[config.mk]
export PLATFORM = sky130hd
export DESIGN_NAME = can_fault_conf
export DESIGN_NICKNAME = d
export VERILOG_FILES = /design/src/rtl/can_fc_pkg.sv /design/src/rtl/can_fc_tec.sv /design/src/rtl/can_fc_rec.sv /design/src/rtl/can_fc_run.sv /design/src/rtl/can_fault_conf.sv
export SDC_FILE = /design/constraint.sdc
export NUM_CORES = 1
export LEC_CHECK = 0
export BUFFER_PORTS_ARGS = -buffer_cell sky130_fd_sc_hd__buf_2
export CAP_MARGIN = 10
export CORE_MARGIN = 2
export CORE_UTILIZATION = 61
export CTS_CLUSTER_DIAMETER = 150
export DETAILED_ROUTE_END_ITERATION = 12
export GPL_ROUTABILITY_DRIVEN = 1
export PLACE_DENSITY = 0.86
export RECOVER_POWER = 50
export SYNTH_ARGS = -nofsm -noshare
export SYNTH_HDL_FRONTEND = slang
export SYNTH_SLANG_ARGS = --single-unit
[constraint.sdc]
create_clock -name clk -period 5.1 [get_ports clk]
set_clock_uncertainty 0.2 [all_clocks]
set_input_delay 0.51 -clock clk [delete_from_list [all_inputs] [get_ports clk]]
set_output_delay 0.51 -clock clk [all_outputs]
set_load 0.005 [all_outputs]
[src/rtl/can_fc_pkg.sv]
package can_fc_pkg;
    typedef enum logic [1:0] {
        FC_ACTIVE  = 2'b00,
        FC_PASSIVE = 2'b01,
        FC_BUSOFF  = 2'b10
    } fc_state_e;
endpackage

[src/rtl/can_fc_tec.sv]
module can_fc_tec
    import can_fc_pkg::*;
#(
    parameter int CNT_W = 8,
    parameter int STEP  = 8
) (
    input  logic             clk,
    input  logic             rst_n,
    input  logic             frz,
    input  logic             wr_en,
    input  logic [CNT_W-1:0] wr_data,
    input  fc_state_e        st,
    input  logic             tx_err,
    input  logic             ack_err,
    input  logic             tx_ok,
    input  logic             rcv_inc,
    input  logic             rcv_clr,
    output logic [CNT_W-1:0] tec_q,
    output logic [CNT_W-1:0] tec_d,
    output logic             ovf
);
    localparam logic [CNT_W:0]   STEP_W = (CNT_W+1)'(STEP);
    localparam logic [CNT_W-1:0] ONE    = CNT_W'(1);

    logic           step_hit;
    logic [CNT_W:0] sum;

    always_comb begin
        step_hit = !frz && (st != FC_BUSOFF)
                   && (tx_err || (ack_err && st == FC_ACTIVE));
        sum      = {1'b0, tec_q} + STEP_W;
        ovf      = step_hit && sum[CNT_W];
    end

    always_comb begin
        tec_d = tec_q;
        if (frz) begin
            if (wr_en) tec_d = wr_data;
        end else if (st == FC_BUSOFF) begin
            if (rcv_clr)      tec_d = '0;
            else if (rcv_inc) tec_d = tec_q + ONE;
        end else if (step_hit) begin
            tec_d = ovf ? '0 : sum[CNT_W-1:0];
        end else if (tx_ok && tec_q != '0) begin
            tec_d = tec_q - ONE;
        end
    end

    always_ff @(posedge clk) begin
        if (!rst_n) tec_q <= '0;
        else        tec_q <= tec_d;
    end


    ack_passive_hold_chk: assert property (@(posedge clk) disable iff (!rst_n)
        (st == FC_PASSIVE && ack_err && !tx_err && !tx_ok && !frz)
        |=> tec_q == $past(tec_q));


    frz_no_event_chk: assert property (@(posedge clk) disable iff (!rst_n)
        (frz && !wr_en) |=> tec_q == $past(tec_q));
endmodule

[src/rtl/can_fc_rec.sv]
module can_fc_rec #(
    parameter int CNT_W  = 8,
    parameter int RELOAD = 127
) (
    input  logic             clk,
    input  logic             rst_n,
    input  logic             frz,
    input  logic             wr_en,
    input  logic [CNT_W-1:0] wr_data,
    input  logic             busoff,
    input  logic             rx_err,
    input  logic             rx_ok,
    input  logic             rcv_clr,
    output logic [CNT_W-1:0] rec_q,
    output logic [CNT_W-1:0] rec_d
);
    localparam logic [CNT_W-1:0] LIM   = CNT_W'(1 << (CNT_W - 1));
    localparam logic [CNT_W-1:0] RLD   = CNT_W'(RELOAD);
    localparam logic [CNT_W-1:0] ONE   = CNT_W'(1);

    always_comb begin
        rec_d = rec_q;
        if (frz) begin
            if (wr_en) rec_d = wr_data;
        end else if (busoff) begin
            if (rcv_clr) rec_d = '0;
        end else if (rx_err) begin
            if (rec_q < LIM) rec_d = rec_q + ONE;
        end else if (rx_ok) begin
            if (rec_q >= LIM)       rec_d = RLD;
            else if (rec_q != '0)   rec_d = rec_q - ONE;
        end
    end

    always_ff @(posedge clk) begin
        if (!rst_n) rec_q <= '0;
        else        rec_q <= rec_d;
    end


    rec_sat_chk: assert property (@(posedge clk) disable iff (!rst_n)
        (!frz && !busoff && rx_err && rec_q >= LIM) |=> rec_q == $past(rec_q));


    busoff_rec_hold_chk: assert property (@(posedge clk) disable iff (!rst_n)
        (busoff && !frz && !rcv_clr) |=> rec_q == $past(rec_q));
endmodule

[src/rtl/can_fc_run.sv]
module can_fc_run #(
    parameter int RUN_LEN = 11
) (
    input  logic clk,
    input  logic rst_n,
    input  logic busoff,
    input  logic frz,
    input  logic bit_stb,
    input  logic bus_bit,
    output logic wrap
);
    localparam int             RW       = $clog2(RUN_LEN);
    localparam logic [RW-1:0]  RUN_LAST = RW'(RUN_LEN - 1);
    localparam logic [RW-1:0]  ONE      = RW'(1);

    logic [RW-1:0] run_q;
    logic          adv;

    always_comb begin
        adv  = busoff && !frz && bit_stb;
        wrap = adv && bus_bit && (run_q == RUN_LAST);
    end

    always_ff @(posedge clk) begin
        if (!rst_n || !busoff) run_q <= '0;
        else if (adv) begin
            if (!bus_bit || wrap) run_q <= '0;
            else                  run_q <= run_q + ONE;
        end
    end


    run_range_chk: assert property (@(posedge clk) disable iff (!rst_n)
        run_q <= RUN_LAST);
endmodule

[src/rtl/can_fault_conf.sv]
module can_fault_conf
    import can_fc_pkg::*;
#(
    parameter int CNT_W   = 8,
    parameter int TX_STEP = 8,
    parameter int RUN_LEN = 11,
    parameter int RELOAD  = 127
) (
    input  logic             clk,
    input  logic             rst_n,
    input  logic             tx_err,
    input  logic             ack_err,
    input  logic             rx_err,
    input  logic             tx_ok,
    input  logic             rx_ok,
    input  logic             bit_stb,
    input  logic             bus_bit,
    input  logic             frz,
    input  logic             wr_tec,
    input  logic             wr_rec,
    input  logic [CNT_W-1:0] wr_data,
    output logic [CNT_W-1:0] tec,
    output logic [CNT_W-1:0] rec,
    output logic [1:0]       state,
    output logic             busoff_irq
);
    localparam logic [CNT_W-1:0] LIM      = CNT_W'(1 << (CNT_W - 1));
    localparam logic [CNT_W-1:0] REC_LAST = LIM - CNT_W'(1);

    fc_state_e        state_q, state_d;
    logic [CNT_W-1:0] tec_d, rec_d;
    logic             ovf, run_wrap, recover, in_busoff;

    assign in_busoff = (state_q == FC_BUSOFF);
    assign recover   = in_busoff && run_wrap && (tec == REC_LAST);

    can_fc_run #(.RUN_LEN(RUN_LEN)) u_run (
        .clk     (clk),
        .rst_n   (rst_n),
        .busoff  (in_busoff),
        .frz     (frz),
        .bit_stb (bit_stb),
        .bus_bit (bus_bit),
        .wrap    (run_wrap)
    );

    can_fc_tec #(.CNT_W(CNT_W), .STEP(TX_STEP)) u_tec (
        .clk     (clk),
        .rst_n   (rst_n),
        .frz     (frz),
        .wr_en   (wr_tec),
        .wr_data (wr_data),
        .st      (state_q),
        .tx_err  (tx_err),
        .ack_err (ack_err),
        .tx_ok   (tx_ok),
        .rcv_inc (run_wrap),
        .rcv_clr (recover),
        .tec_q   (tec),
        .tec_d   (tec_d),
        .ovf     (ovf)
    );

    can_fc_rec #(.CNT_W(CNT_W), .RELOAD(RELOAD)) u_rec (
        .clk     (clk),
        .rst_n   (rst_n),
        .frz     (frz),
        .wr_en   (wr_rec),
        .wr_data (wr_data),
        .busoff  (in_busoff),
        .rx_err  (rx_err),
        .rx_ok   (rx_ok),
        .rcv_clr (recover),
        .rec_q   (rec),
        .rec_d   (rec_d)
    );

    // next-state logic
    always_comb begin
        state_d = state_q;
        unique case (state_q)
            FC_ACTIVE, FC_PASSIVE: begin
                if (ovf)                              state_d = FC_BUSOFF;
                else if (tec_d >= LIM || rec_d >= LIM) state_d = FC_PASSIVE;
                else                                  state_d = FC_ACTIVE;
            end
            FC_BUSOFF: begin
                if (recover) state_d = FC_ACTIVE;
            end
            default: state_d = FC_ACTIVE;
        endcase
    end

    // state register
    always_ff @(posedge clk) begin
        if (!rst_n) state_q <= FC_ACTIVE;
        else        state_q <= state_d;
    end

    // outputs
    always_ff @(posedge clk) begin
        if (!rst_n) busoff_irq <= 1'b0;
        else        busoff_irq <= ovf;
    end

    assign state = state_q;


    irq_busoff_chk: assert property (@(posedge clk) disable iff (!rst_n)
        busoff_irq |-> (state == 2'b10 && tec == '0));


    irq_single_chk: assert property (@(posedge clk) disable iff (!rst_n)
        busoff_irq |=> !busoff_irq);


    passive_match_chk: assert property (@(posedge clk) disable iff (!rst_n)
        (state != 2'b10) |-> ((state == 2'b01) == (tec >= LIM || rec >= LIM)));


    dominant_hold_chk: assert property (@(posedge clk) disable iff (!rst_n)
        (in_busoff && !frz && bit_stb && !bus_bit) |=> $stable(tec));


    recover_exit_chk: assert property (@(posedge clk) disable iff (!rst_n)
        recover |=> (state == 2'b00 && tec == '0 && rec == '0));
endmodule

# ---- Word-level counts from Yosys, hierarchy flattened
# Cells that the tools add are included.
dict set report word_totals {
  ff_bits 23
  inputBits 20
  output_inout_bits 19
  elab_cells 66
}
dict set report op_classes {
  addsub 6
  magnitude_cmp 4
  eq_ne 6
  mux 22
  reduce_logical 23
}
# cell n
set ops {}
lappend ops {{8-bit 2-to-1 mux} 17}
lappend ops {{8-bit greater-or-equal comparator (second input constant)} 3}
lappend ops {{8-bit by 1-bit adder with 8-bit output (second input constant)} 2}
lappend ops {{8-bit nonzero test} 2}
lappend ops {{8-bit by 1-bit subtractor with 8-bit output (second input constant)} 2}
lappend ops {{1-bit logical AND} 11}
lappend ops {{8-bit by 4-bit adder with 9-bit output (second input constant)} 1}
lappend ops {{8-bit by 7-bit == test with 1-bit output (second input constant)} 1}
lappend ops {{8-bit < comparator (second input constant)} 1}
lappend ops {{4-bit by 1-bit adder with 4-bit output (second input constant)} 1}
lappend ops {{4-bit == test (second input constant)} 1}
lappend ops {{1-bit zero test} 4}
lappend ops {{1-bit logical OR} 4}
lappend ops {{2-bit 2-to-1 mux} 2}
lappend ops {{4-bit 2-to-1 mux} 1}
lappend ops {{2-bit != test (second input constant)} 2}
lappend ops {{2-bit one-hot mux with 2 select lines} 1}
lappend ops {{2-bit by 1-bit == test with 1-bit output (second input constant)} 1}
lappend ops {{2-bit == test (second input constant)} 1}
lappend ops {{2-bit zero test} 1}
lappend ops {{2-bit OR reduction} 1}
lappend ops {{1-bit 2-to-1 mux} 1}

# ---- Longest topological paths before layout
dict set report depth {
  ltp_word 15
  mapped_depth 9
  depth_no_buf 8
}

# ---- Cells and area by module
# From an unflattened synthesis, not the netlist that was laid out.
dict set report hier_totals {
  cells_unflattened 328
  area_unflattened_um2 2671.3
}
# mod instances cells_each area_per_inst_um2 seq_area_each_um2
set modules_own_cells {}
lappend modules_own_cells {can_fc_tec 1 149 1134.8 160.2}
lappend modules_own_cells {can_fc_rec 1 135 1128.6 160.2}
lappend modules_own_cells {can_fc_run 1 29 262.8 80.1}
lappend modules_own_cells {can_fault_conf 1 15 145.1 60.1}

# ---- Worst setup path after synthesis
# OpenSTA, ideal clock, no wires.
dict set report synth_timing {
  path_type {register to register}
  startpoint {reg u_tec.tec_q[0]}
  endpoint {reg state_q[0], in the netlist state[0]}
  setup_time_ns 0.104
  arrival_time_ns 1.781
  required_time_ns 4.796
  setup_slack_ns 3.015
  stages_incl_launch_ff 8
  n_path_buf 0
  period_less_slack_ns 2.085
  cell_sequence {dfxtp_1 -> inv_1 -> ha_1 -> nand3_1 -> and3_4 -> a211oi_1 -> o31a_1 -> a2111oi_2}
}
dict set report synth_via {
  elab_chain_len 11
  elab_cells_between_ends 26
  cone_classes {add/sub: 3; order compare: 2; eq/ne: 2; mux: 14; reduce/logical: 5}
}
# item line_no
set synth_rtl {}
lappend synth_rtl {{start, declared} can_fc_tec.sv:18} ;# output logic [CNT_W-1:0] tec_q,
lappend synth_rtl {{start signal, assigned} can_fc_tec.sv:51} ;# else tec_q <= tec_d;
lappend synth_rtl {{8-bit by 4-bit adder with 9-bit output or 8-bit nonzero test (tied branches)} {can_fc_tec.sv:31, can_fc_tec.sv:44}}
lappend synth_rtl {{1-bit logical AND, on equally long branches} {can_fc_tec.sv:32, can_fc_tec.sv:44}}
lappend synth_rtl {{8-bit 2-to-1 mux, on equally long branches} {can_fc_tec.sv:43, can_fc_tec.sv:44}}
lappend synth_rtl {{8-bit 2-to-1 mux} can_fc_tec.sv:42} ;# end else if (step_hit) begin
lappend synth_rtl {{8-bit 2-to-1 mux} can_fc_tec.sv:39} ;# end else if (st == FC_BUSOFF) begin
lappend synth_rtl {{8-bit 2-to-1 mux} can_fc_tec.sv:37} ;# if (frz) begin
lappend synth_rtl {{8-bit greater-or-equal comparator} can_fault_conf.sv:84} ;# else if (tec_d >= LIM || rec_d >= LIM) state_d = FC_PASSIVE;
lappend synth_rtl {{1-bit logical OR} can_fault_conf.sv:84}
lappend synth_rtl {{1-bit 2-to-1 mux} can_fault_conf.sv:84}
lappend synth_rtl {{2-bit 2-to-1 mux} can_fault_conf.sv:83} ;# if (ovf) state_d = FC_BUSOFF;
lappend synth_rtl {{2-bit one-hot mux with 2 select lines} can_fault_conf.sv:81} ;# unique case (state_q)
lappend synth_rtl {{end signal, assigned} can_fault_conf.sv:97} ;# else state_q <= state_d;
lappend synth_rtl {{end, declared} can_fault_conf.sv:30} ;# fc_state_e state_q, state_d;
# Parallel ways exist; a longest one is shown, timed or not.
# A chain may end at the register's enable or synchronous reset.

# ---- Worst setup path after layout
dict set report layout_timing {
  startpoint {reg state_q[0], in the netlist state[0]}
  endpoint {reg u_tec.tec_q[0]}
}
dict set report layout_via {
  elab_chain_len 10
  elab_cells_between_ends 20
  cone_classes {eq/ne: 2; mux: 6; reduce/logical: 12}
}
# item line_no
set layout_rtl {}
lappend layout_rtl {{2-bit == test} {can_fc_tec.sv:39, can_fault_conf.sv:34}}
lappend layout_rtl {{1-bit logical AND (2 in a row)} can_fc_run.sv:20} ;# adv = busoff && !frz && bit_stb;
lappend layout_rtl {{1-bit logical AND (2 in a row)} can_fc_run.sv:21} ;# wrap = adv && bus_bit && (run_q == RUN_LAST);
lappend layout_rtl {{1-bit logical AND (2 in a row)} can_fault_conf.sv:35} ;# assign recover = in_busoff && run_wrap && (tec == REC_LAST);
lappend layout_rtl {{8-bit 2-to-1 mux} can_fc_tec.sv:40} ;# if (rcv_clr) tec_d = '0;
lappend layout_rtl {{8-bit 2-to-1 mux *} can_fc_tec.sv:39}
lappend layout_rtl {{8-bit 2-to-1 mux *} can_fc_tec.sv:37}
# Every way passes the cells marked *; elsewhere a longest branch is shown, timed or not.

==> summary.txt <==
Run status
  • Status: finished clean

Worst setup path
  • Crit path kind: reg2reg
  • FF-to-FF setup slack: 2.37 ns
  • Slowest-stage cell, CP: nand2b_1
  • Worst endpoint data arrival time: approximately 2.8 ns
  • CP top delay family: simple AND/OR/NAND/NOR gates
  • Worst r2r src: state[0]
  • RR Endpoint: u_tec.tec_q[0]
  • Critical Path RT: between 5 and 6 ns
  • Crit path depth: 6
  • CP Buf/Inv Count: 0
  • Crit path to: u_tec.tec_q[0]
  • Worst R2R Path Depth: 6
  • CP endpoint kind: flip-flop
  • Max FO, Critical Path: 21
  • CP Launch Type: flip-flop
  • Max incr delay on CP: 0.74 ns
  • Crit path from: state[0]
  • Crit-path cells: nand2b_1 -> o211ai_1 -> and3_1 -> o21ai_0 -> a31oi_1 -> a221oi_1

Synth
  • Top cells by area, synth: dfxtp_1, mux2i_1, ha_1
  • Average cell area after synthesis: between 7 and 8 sq um
  • Primary FF master, synth: dfxtp_1
  • Warnings, synthesis: 0
  • Post-Synthesis Cells: 297
  • Yosys cell types: 60
  • Simple-Gate Fraction of Synth Area: 26.8%
  • Post-Syn Nets: 327
  • FFs w/ async S/R, synth: 0%
  • Post-synthesis xor/xnor area fraction: 3.14%
  • Compound-Gate Fraction of Synth Area: 28.1%
  • Top cell type's share of synthesized area: about a fifth
  • Area leader, netlist: dfxtp_1
  • Post-synthesis adder-cell area fraction: roughly 5.6%
  • Number of enable flip-flop cells after synthesis: 0
  • Seq/Total Area, Yosys: 20.6%
  • Mux cell area share after synthesis: 7.79%
  • Synthesized area: 2230 sq um
  • Synthesized flop and latch total: 23
  • Largest family of logic cells by synthesized area: compound AO/OA/AOI/OAI gates

Cells and area
  • Footprint of the multi-input gates: ~1600 sq um
  • Fin nets: 345
  • Ant. Diodes: 0
  • Core Util, Final: 69.6%
  • Layout area overhead: 6.50%
  • Most common cell after layout, fill and taps aside: buf_2
  • # fillers: 304
  • Highest-count cells in the layout ignoring fill and taps: buf_2, nor2_1, a21oi_1, dfxtp_1, nand2_1
  • Reg area: roughly 460 sq um
  • Share of cells above drive strength 1: 15.6%

Clock tree
  • Num CTS Buffers: 3
  • CTS Root Buffer Type: clkbuf_4
  • CTS tree: done
  • Clk Latency, worst-skew pair: 0.32 ns
  • Post-cts resize count: 0
  • Setup bufs post-CTS: 0
  • Clk sinks: 23
  • H-tree Lvls: 1
  • Worst-path clk slew: 0.14 ns
  • CTS Hold Bufs: 0
  • Longest Clk Path Bufs: 2

Timing
  • Final hold violation count: 0
  • Worst-Margin Slew: around 0.95 ns
  • Post-route minimum period: 2.73 ns
  • Setup TNS: 0 ns
  • Relative slew slack: 36.0%
  • RSZ-0062 raised after global routing: false
  • Finish-stage setup viols: 0
  • Final Slew Violations: 0
  • Tcrit/Tclk final: 53.6%
  • FMAX: about 0.37 GHz

Floorplanning
  • Core Rows: 21
  • Core area: 3420 sq um
  • Die area: 4160 sq um
  • Die height: roughly 64 um
  • # IOs: 39
  • Initial Util: 65.3%
  • Die width: about 64 um

Route
  • Drt drc: 0
  • Antenna viol nets, final: 0
  • Initial DRC count: 343
  • Final WL: 6110 um
  • Routed vias: 2,451
  • DR WL/cell: 17.0 um
  • Vias per cell: 6.81
  • Pre-antenna DRT Iters: 9

GRT
  • First-pass GRT wire length: 10,300 um
  • Largest net degree at the start of global routing: 31
  • Initial antenna violation count: 0
  • GR Util All Layers: 30.1%
  • Vias in the first global route: 2,166
  • GRT overflow: 0

Hold path
  • Worst min-delay path class: in2reg
  • Hold_sp: rst_n

Power
  • Peak VDD IR: 0.000191 V
  • Pwr/cell area: about 200 nW/um^2
  • LEAKAGE: around 0.94 nW
  • Sw frac: around two fifths
  • Power Total: roughly 490 uW
  • Internal: between 300 and 400 uW
  • Clock Power Share: approximately a fifth
  • Seq pwr share: 47.3%
  • P_sw: about 190 uW
  • Logic pwr share: approximately a third

Placed design
  • Post-DP HPWL: ~4400 um
  • Buffers on Ports: 38
  • RePlAce Congestion: between 0.9 and 1

Flow run
  • MaxCap Viol Count: 0
==> metrics by stage <==
step	area (sq um)	hold slack [ns]	setup slack, ns	instances
5_1_grt	2380	0.250	2.13	360
3_3_place_gp	2360	0.325	2.45	356
3_5_place_dp	2360	0.335	2.34	356
6_report	2380	0.244	2.37	360
4_1_cts	2380	0.244	2.57	360
2_1_floorplan	2230	0.294	3.02	297
==> worst min-delay path by stage <==
stage,endpoint,slack (ns),cells past startpoint
floorplan,u_run.run_q[3],0.29,2
finish,u_rec.rec_q[3],0.24,3
detailed placement,u_run.run_q[3],0.34,2
global route,u_tec.tec_q[5],0.25,3
CTS,u_tec.tec_q[5],0.24,3
global placement,u_run.run_q[3],0.32,2
==> sequential cells by signal (all words and copies together) (netlist names) <==
name         count
u_tec.tec_q      8
busoff_irq       1
u_run.run_q      4
state            2
u_rec.rec_q      8
==> worst min-delay path: stages <==
cell      delay (ns)
clkbuf_1        0.10
o21ai_0         0.08
a31oi_1         0.04
==> power groups by stage <==
stage,combinational [mW],clock [mW],sequential (mW)
after detailed placement,0.164,0,0.233
after floorplan,0.141,0,0.210
after global placement,0.161,0,0.232
after CTS,0.165,0.0911,0.228
final,0.166,0.0904,0.230
after global routing,0.185,0.0951,0.233
==> cell families after synthesis <==
kind of cell | after synthesis
simple gates | 108
compound gates | 91
buf+inv | 40
flops | 23
mux | 17
fa+ha+maj | 10
xor+xnor | 8
==> cell usage after synthesis, drive strengths merged, types with 3 or more instances <==
cell,n
xor2,3
buf,9
ha,10
clkbuf,16
nor4,4
a211oi,6
and3,5
o21ai,16
nor3b,3
a41oi,3
nand2b,4
or3,4
nand4,4
mux2,3
nor2,28
a31oi,9
xnor2,5
nor3,9
nor2b,3
a221oi,9
nand2,21
dfxtp,23
o2111ai,3
nand3,14
mux2i,14
a21oi,23
inv,14
==> per-layer routing <==
metal	wire [um]	GRT usage (%)	up-vias
li1	-	-	1154
met1	2680	43.3	1146
met2	2730	48.0	145
met3	662	5.73	6
met4	34	4.26	0
met5	0	0	-
==> area by class of cell <==
class                   count  area share [%]
multi-input cells         234            66.9
well taps                  46            2.42
repair buffers             38            7.79
inverters                  15            2.37
flip-flops and latches     23            19.4
clock buffers               4            1.11
(Power assumes the default switching activity.)
